[config.mk]
export PLATFORM = sky130hd
export DESIGN_NAME = ucode_mirror_store
export DESIGN_NICKNAME = d
export VERILOG_FILES = /design/src/rtl/ucode_mirror_store.sv
export SDC_FILE = /design/constraint.sdc
export NUM_CORES = 1
export LEC_CHECK = 0
export ABC_AREA = 0
export BUFFER_PORTS_ARGS = -buffer_cell sky130_fd_sc_hd__buf_2
export CELL_PAD_IN_SITES_DETAIL_PLACEMENT = 1
export CELL_PAD_IN_SITES_GLOBAL_PLACEMENT = 2
export CORE_ASPECT_RATIO = 1.25
export CORE_UTILIZATION = 49
export DETAILED_ROUTE_END_ITERATION = 10
export PLACE_DENSITY_LB_ADDON = 0.1
export SYNTH_ARGS = -nofsm -noshare
export SYNTH_HDL_FRONTEND = slang
export SYNTH_SLANG_ARGS = --single-unit
export TNS_END_PERCENT = 1
[constraint.sdc]
create_clock -name clk -period 5.2 [get_ports clk]
set_input_delay 0.78 -clock clk [delete_from_list [all_inputs] [get_ports clk]]
set_output_delay 0.78 -clock clk [all_outputs]
set_load 0.05 [all_outputs]
[src/rtl/ucode_mirror_store.sv]
module ucode_mirror_store #(
  parameter int DW     = 16,
  parameter int AW     = 6,
  parameter int OPW    = 4,
  parameter int THRESH = 2
) (
  input  logic          clk,
  input  logic          rst_n,
  input  logic          fetch_req,
  input  logic          fetch_entry,
  input  logic [AW-1:0] fetch_addr,
  input  logic [OPW-1:0] fetch_op,
  output logic          fetch_rdy,
  input  logic          wr_en,
  input  logic          wr_entry,
  input  logic [AW-1:0] wr_addr,
  input  logic [DW-1:0] wr_data,
  input  logic [1:0]    bank_fault,
  output logic          out_valid,
  output logic [DW-1:0] out_word,
  output logic          out_bank,
  output logic          fatal_err,
  output logic [1:0]    spare_sel
);
  localparam int MD = 1 << AW;
  localparam int ED = 1 << OPW;
  localparam int CW = $clog2(THRESH + 2);
  localparam logic [CW-1:0] CMAX = CW'(THRESH + 1);
  localparam logic [CW-1:0] CTRIP = CW'(THRESH);

  logic [DW:0] mem_m [2][MD];
  logic [DW:0] mem_e [2][ED];

  logic          v1, e1, b1, v2, e2, b2, w2, rt2, nb;
  logic [AW-1:0] a1, a2;
  logic [CW-1:0] cnt [2];
  logic [DW:0]   raw, rd;
  logic          flt, perr, busy;

  always_ff @(posedge clk) begin
    if (wr_en) begin
      for (int b = 0; b < 2; b++) begin
        if (wr_entry) mem_e[b][wr_addr[OPW-1:0]] <= {^wr_data, wr_data};
        else          mem_m[b][wr_addr]          <= {^wr_data, wr_data};
      end
    end
  end

  assign raw  = e2 ? mem_e[b2][a2[OPW-1:0]] : mem_m[b2][a2];
  assign flt  = bank_fault[b2] & ~spare_sel[b2];
  assign rd   = raw ^ {{DW{1'b0}}, flt};
  assign perr = v2 & ~w2 & (^rd);
  assign busy = w2 | perr;
  assign fetch_rdy = ~busy;

  always_ff @(posedge clk) begin
    if (!rst_n) begin
      v1 <= 1'b0; e1 <= 1'b0; b1 <= 1'b0; a1 <= '0;
      v2 <= 1'b0; e2 <= 1'b0; b2 <= 1'b0; a2 <= '0;
      w2 <= 1'b0; rt2 <= 1'b0; nb <= 1'b0;
      out_valid <= 1'b0; out_word <= '0; out_bank <= 1'b0;
      fatal_err <= 1'b0; spare_sel <= 2'b00;
      cnt[0] <= '0; cnt[1] <= '0;
    end else begin
      if (perr) begin
        if (cnt[b2] != CMAX) cnt[b2] <= cnt[b2] + 1'b1;
        if (cnt[b2] == CTRIP) spare_sel[b2] <= 1'b1;
      end
      if (busy) begin
        out_valid <= 1'b0;
        if (w2) begin
          w2 <= 1'b0;
        end else if (rt2) begin
          fatal_err <= 1'b1;
          v2 <= 1'b0;
          rt2 <= 1'b0;
        end else begin
          b2 <= ~b2;
          rt2 <= 1'b1;
          w2 <= 1'b1;
        end
      end else begin
        out_valid <= v2;
        out_word <= rd[DW-1:0];
        out_bank <= b2;
        v2 <= v1; e2 <= e1; b2 <= b1; a2 <= a1;
        rt2 <= 1'b0;
        v1 <= fetch_req;
        if (fetch_req) begin
          e1 <= fetch_entry;
          a1 <= fetch_entry ? AW'(fetch_op) : fetch_addr;
          b1 <= nb;
          nb <= ~nb;
        end
      end
    end
  end

  p_bank_alternate_r3: assert property (@(posedge clk) disable iff (!rst_n)
    (v1 && v2 && !rt2) |-> (b1 != b2));

  p_retry_other_bank_r6: assert property (@(posedge clk) disable iff (!rst_n)
    (perr && !rt2) |=> (w2 && rt2 && (b2 != $past(b2))));

  p_fatal_sticky_r7: assert property (@(posedge clk) disable iff (!rst_n)
    fatal_err |=> fatal_err);

  p_spare_sticky_r8: assert property (@(posedge clk) disable iff (!rst_n)
    ((spare_sel & $past(spare_sel)) == $past(spare_sel)));

  p_hold_when_busy_r10: assert property (@(posedge clk) disable iff (!rst_n)
    busy |=> ((v1 == $past(v1)) && (a1 == $past(a1)) && (b1 == $past(b1))));

endmodule

# [Word-level counts from Yosys, hierarchy flattened]
# Memory sizes are Yosys's and may differ from the RTL's. A register that Yosys moved wholly into a read port is not among the register bits.
# Index checks and enable logic that the tools add are counted.
[totals] regBits=42 latchBits=0 ram_bits=2724 mem_bits_ro=0 inputBits=40 output_inout_bits=22 wordCells=108 memories=3
[op_classes] addsub=1 multipliers=0 div=0 magnitude_cmp=8 eq_ne=5 shifts=0 n_mux=46 bitwise_logic=16 reduce_logical=13
[memory_table] memory="mem_m" words=2 word_bits=1088 read_ports=1 rd_clocked_by_memory_dff=1 wr=2 line_no="31" source="logic [DW:0] mem_m [2][MD];"
[memory_table] memory="mem_e" words=2 word_bits=272 read_ports=1 rd_clocked_by_memory_dff=1 wr=2 line_no="32" source="logic [DW:0] mem_e [2][ED];"
[memory_table] memory="cnt" words=2 word_bits=2 read_ports=1 rd_clocked_by_memory_dff=1 wr=2 line_no="36" source="logic [CW-1:0] cnt [2];"
[ops] op="$mux W1088" count=1
[ops] op="$mux W272" count=1
[ops] op="$mux W17" count=7
[ops] op="$bmux W17 S6" count=1
[ops] op="$demux W17 S6" count=1
[ops] op="$bmux W17 S4" count=1
[ops] op="$demux W17 S4" count=1
[ops] op="$mux W1" count=30
[ops] op="$reduce_xor A17 Y1" count=1
[ops] op="$xor A17 B1 Y17" count=1
[ops] op="$reduce_xor A16 Y1" count=1
[ops] op="$ge A7 B7 Y1 const B" count=2
[ops] op="$not A6 Y7" count=2
[ops] op="$ge A5 B5 Y1 const B" count=2
[ops] op="$not A4 Y5" count=2
[ops] op="$reduce_and A2 Y1" count=5
[ops] op="$ne A2 B2 Y1 const B" count=4
[ops] op="$lt A7 B1 Y1 const B" count=1
[ops] op="$mux W6" count=1
[ops] op="$not A1 Y1" count=6
[ops] op="$lt A5 B1 Y1 const B" count=1
[ops] op="$reduce_or A2 Y1" count=2
[ops] op="$and A1 B1 Y1" count=3
[ops] op="$logic_and A1 B1 Y1" count=3
[ops] op="other kinds (9)" count=9

# [Depth between registers and ports, before layout]
[depth] depth_word=13 ltp_mapped=18 ltp_nobuf=12

# [Worst setup path before layout]
# OpenSTA, ideal clock, no wires.
[synth_timing] path_type="register to output" startpoint="reg a2[0]" endpoint="out fetch_rdy" arrival_time_ns=3.488 t_required_ns=4.420 path_slack_ns=0.932 stages_incl_launch_ff=16 n_path_buf=5 path_cell_list="dfxtp_1 -> buf_6 -> buf_6 -> buf_6 -> mux4_2 -> mux4_2 -> xor2_1 -> nor2_1 -> a221oi_1 -> xnor2_1 -> xnor2_1 -> xor3_2 -> o21ai_2 -> buf_6 -> buf_8 -> inv_1"
[synth_via] elab_chain_cells=10 elab_cells_between_ends=14 classes_between="mux: 7; bitwise: 6; reduce/logical: 1"
[synth_lines] element="from (decl)" line_no="35" source="logic [AW-1:0] a1, a2;"
[synth_lines] element="from (signal assigned)" line_no="59" source="v2 <= 1'b0; e2 <= 1'b0; b2 <= 1'b0; a2 <= '0;"
[synth_lines] element="from (signal assigned)" line_no="86" source="v2 <= v1; e2 <= e1; b2 <= b1; a2 <= a1;"
[synth_lines] element="$not A6 Y7 (implied by the code) or $not A4 Y5 (tied branches)" line_no="49" source="assign raw = e2 ? mem_e[b2][a2[OPW-1:0]] : mem_m[b2][a2];"
[synth_lines] element="$bmux W17 S6 or $bmux W17 S4 (tied branches)" line_no="49"
[synth_lines] element="$mux W17 (implied by the code) (2 in a row)" line_no="49"
[synth_lines] element="$mux W17 *" line_no="49"
[synth_lines] element="$xor A17 B1 Y17 *" line_no="51" source="assign rd = raw ^ {{DW{1'b0}}, flt};"
[synth_lines] element="$reduce_xor A17 Y1 *" line_no="52" source="assign perr = v2 & ~w2 & (^rd);"
[synth_lines] element="$and A1 B1 Y1 *" line_no="52"
[synth_lines] element="$or A1 B1 Y1 *" line_no="53" source="assign busy = w2 | perr;"
[synth_lines] element="$not A1 Y1 (no source line) *"
[synth_lines] element="to (decl)" line_no="13" source="output logic fetch_rdy,"
# Every way passes the cells marked *; elsewhere a longest branch is shown, timed or not. The select of a mux whose other input is x is not followed.

# [Worst setup path in the final report]
[layout_timing] startpoint="reg a2[2]" endpoint="out fetch_rdy"
# Same word-level chain as after synthesis.

==> flow_metrics.tcl <==
set metrics [dict create \
    r2r-start "a2[2]" \
    clkPwrFrac_pct 32.4 \
    yosys_warnings 0 \
    drive_gt1_share_pct 25.8 \
    port_buffers 61 \
    p_total_uw 30600 \
    finalCritPeriodShare_pct 99.5 \
    worstSetupPathType "register to output port" \
    die_h_um 377 \
    detail-route-antenna-nets 0 \
    drcViolationCount 0 \
    syn_inst 2864 \
    finalClockSkew_ns 0.0235 \
    whs_path_depth 3 \
    clockBufferDepth 3 \
    vias 29500 \
    finalSetupViolations 0 \
    core_mm2 0.112 \
    cts_sinks 1407 \
    synth_top_area_share_pct 74.2 \
    status "finished, final reports clean" \
    power_frac_seq_pct 42.1 \
    synth_seq_area_share_pct 75.8 \
    htree_levels 4 \
    max-vdd-ir-drop_uv 604 \
    post_synth_mux_area_share_pct 15.0 \
    grt_first_pass_wirelength_um 223000 \
    wl_per_cell_um 33.4 \
    switching_share_pct 29.2 \
    dr.pass1.iters 5 \
    min_from "fetch_addr[4]" \
    powerDensity_mw_per_mm2 474 \
    gr-max-usage-layer "met2" \
    fin_area_mm2 0.0645 \
    num_rows 137 \
    holdPathEnd "a1[4]" \
    crit_start "a2[2]" \
    diodes 0 \
    syn_area_mm2 0.0552 \
    setup.worst_path.end_class "output port" \
    period_needed_ns 5.18 \
    met2_usage_pct 47.3 \
    postPlaceCellArea_mm2 0.0583 \
    synth_top_cells_by_count "edfxtp_1, mux2i_1, a22oi_1" \
    dp.cells 4406 \
    clock_latency_ns 0.78 \
    drt_iter0_markers 2927 \
    clk_pin_slew_worst_paths_ns 0.06 \
    crit_required_ns 4.42 \
    cts_inserted_buffers 139 \
    synth_area_leader_cell "edfxtp_1" \
    layout.nets 3205 \
    dpl.hpwl_um 92500 \
    area_growth_pct 16.9 \
    hold_viol 0 \
    hp-class "input port to register" \
    initial_core_util_pct 49.5 \
    synthesis.nets 2906 \
    die_w_um 302 \
    synth_seq_cells 1407 \
    synth-edff-count 1364 \
    syn_avg_cell_area_um2 19.3 \
    leakage_uw 0.0201 \
    cp-start-kind "register" \
    tightest_slew_ns 1.37 \
    synth.area.top_cells "edfxtp_1, mux2i_1, mux4_2" \
    ioPinCount 62 \
    clock.fmax_mhz 193 \
    synth_top_family_by_area "multiplexers" \
    met1_usage_pct 37.5 \
    grt_pass1_vias 30300 \
    finalMaxSlewViolations 0 \
    ys_types 58 \
    synthAdderAreaFrac_pct 0.0453 \
    switching_power_uw 8940 \
    synth-async-reset-ratio_pct 0 \
    synth_ff_type "edfxtp_1" \
    cts_tree "yes" \
    synthSimpleGateAreaFrac_pct 3.08 \
    wl_um 158000 \
    antenna_found_initial 2 \
    gr-total-overflow 0 \
    rr_worst_depth 16 \
    timing.rr.end "a2[4]" \
    met3_usage_pct 4.11 \
    combPwrFrac_pct 25.5 \
    cap_violations 0 \
    synth_xor_area_share_pct 0.782 \
    cts-root-buf "clkbuf_16" \
    synth-compound-area-share_pct 3.54 \
    fin_util_pct 57.8 \
    internal_power_uw 21700 \
    r2r_setup_slack_ns 0.41 \
    slew_headroom_pct 8.44 \
    die_area_mm2 0.114 \
    grt_usage_pct 28.1 \
    drt-vias-per-instance 6.23 \
    gp_congestion 0.841 \
    timing.critical_path.arrival_ns 4.40 \
    critPathMaxFanout 11 \
    grt_max_degree 81 \
    rsz0062_at_grt "yes" \
    yosysMostFrequentCell "edfxtp_1" \
    instances_no_fill 4733 \
]
[metal layers]
layer | vias to the layer above | wire (µm)
met3 | 220 | 9600
met1 | 15900 | 64100
li1 | 12300 | -
met5 | - | 0
met2 | 1109 | 79500
met4 | 0 | 4730
[power groups by stage]
stage	sequential (µW)	combinational [µW]	clock [µW]
finish	12900	7790	9920
global route	13000	18000	10400
detailed placement	13200	6790	0
floorplan	13300	3970	0
global placement	13300	14300	0
CTS	13000	17200	10100
[worst max-delay path: stages, from the launching register on]
cell       delay, ns
dfxtp_4         0.37
buf_4           0.15
bufbuf_16       0.32
mux2i_2         0.37
a22oi_1         0.17
nand3_1         0.13
nand4_1         0.24
a21o_1          0.25
a211oi_1        0.20
nand3b_1        0.21
o221ai_2        0.14
xnor2_2         0.24
xor3_2          0.46
o21ai_4         0.17
inv_2           0.06
buf_8           0.14
[what timing repair did]
action | in CTS | in global routing
gates cloned | 22 | 1
setup buffers | 33 | 20
hold buffers | 0 | 0
gates resized for setup | 103 | 41
pin swaps | 22 | 18
setup endpoints to repair | 1 | 1
[placed cells by master, fill, tap and decap left out, drive strengths merged, types with 9 or more instances in the layout]
| master | n |
|---|---|
| xor2 | 9 |
| clkbuf | 175 |
| nand4 | 17 |
| nor2 | 93 |
| nand2 | 87 |
| bufbuf | 11 |
| dfxtp | 43 |
| nand3 | 92 |
| o22ai | 26 |
| bufinv | 12 |
| buf | 313 |
| mux4 | 175 |
| o211ai | 13 |
| inv | 16 |
| nor3 | 10 |
| xnor2 | 34 |
| nor2b | 9 |
| edfxtp | 1364 |
| clkinv | 55 |
| mux2i | 427 |
| nand2b | 9 |
| and3 | 14 |
| a22oi | 191 |
[logic make-up after synthesis]
group / count (synthesis)
adder cells (fa/ha/maj): 2
AND/OR/NAND/NOR: 360
multiplexers: 609
buffers and inverters: 174
AO/OA/AOI/OAI: 267
XOR/XNOR: 45
flip-flops: 1407
[cell type report]
| type | count | area, µm² |
|---|---|---|
| clock buffers | 174 | 3710 |
| clock inverters | 78 | 701 |
| fillers | 9576 | 47100 |
| inverters | 7 | 26.3 |
| multi-input cells | 1283 | 13000 |
| flip-flops and latches | 1407 | 41800 |
| well taps | 1459 | 1830 |
| repair buffers | 325 | 3370 |
[worst max-delay path by stage]
stage / to / slack, ns / depth (start not counted)
detailed placement: a2[4] / 0.13 / 13
floorplan: fetch_rdy / 0.93 / 15
CTS: fetch_rdy / 0.002 / 13
finish: fetch_rdy / 0.02 / 15
global route: fetch_rdy / -0.08 / 17
global placement: a2[4] / 0.12 / 13
[stage by stage]
stage	hold WS (ns)	setup TNS, ns	setup slack (ns)
2_1_floorplan	0.434	0	0.932
3_3_place_gp	0.432	0	0.120
3_5_place_dp	0.458	0	0.135
4_1_cts	0.239	0	0.00163
5_1_grt	0.284	-0.0788	-0.0788
6_report	0.283	0	0.0246
[registers in the layout, summed over array words and instances (netlist names), 2 cells and up, named ones only]
| name | count |
|---|---|
| mem_e | 272 |
| mem_m | 1088 |
| cnt | 4 |
| out_word | 16 |
| spare_sel | 2 |
| a2 | 6 |
| a1 | 6 |
No activity file was read; power rests on OpenSTA's default activity.
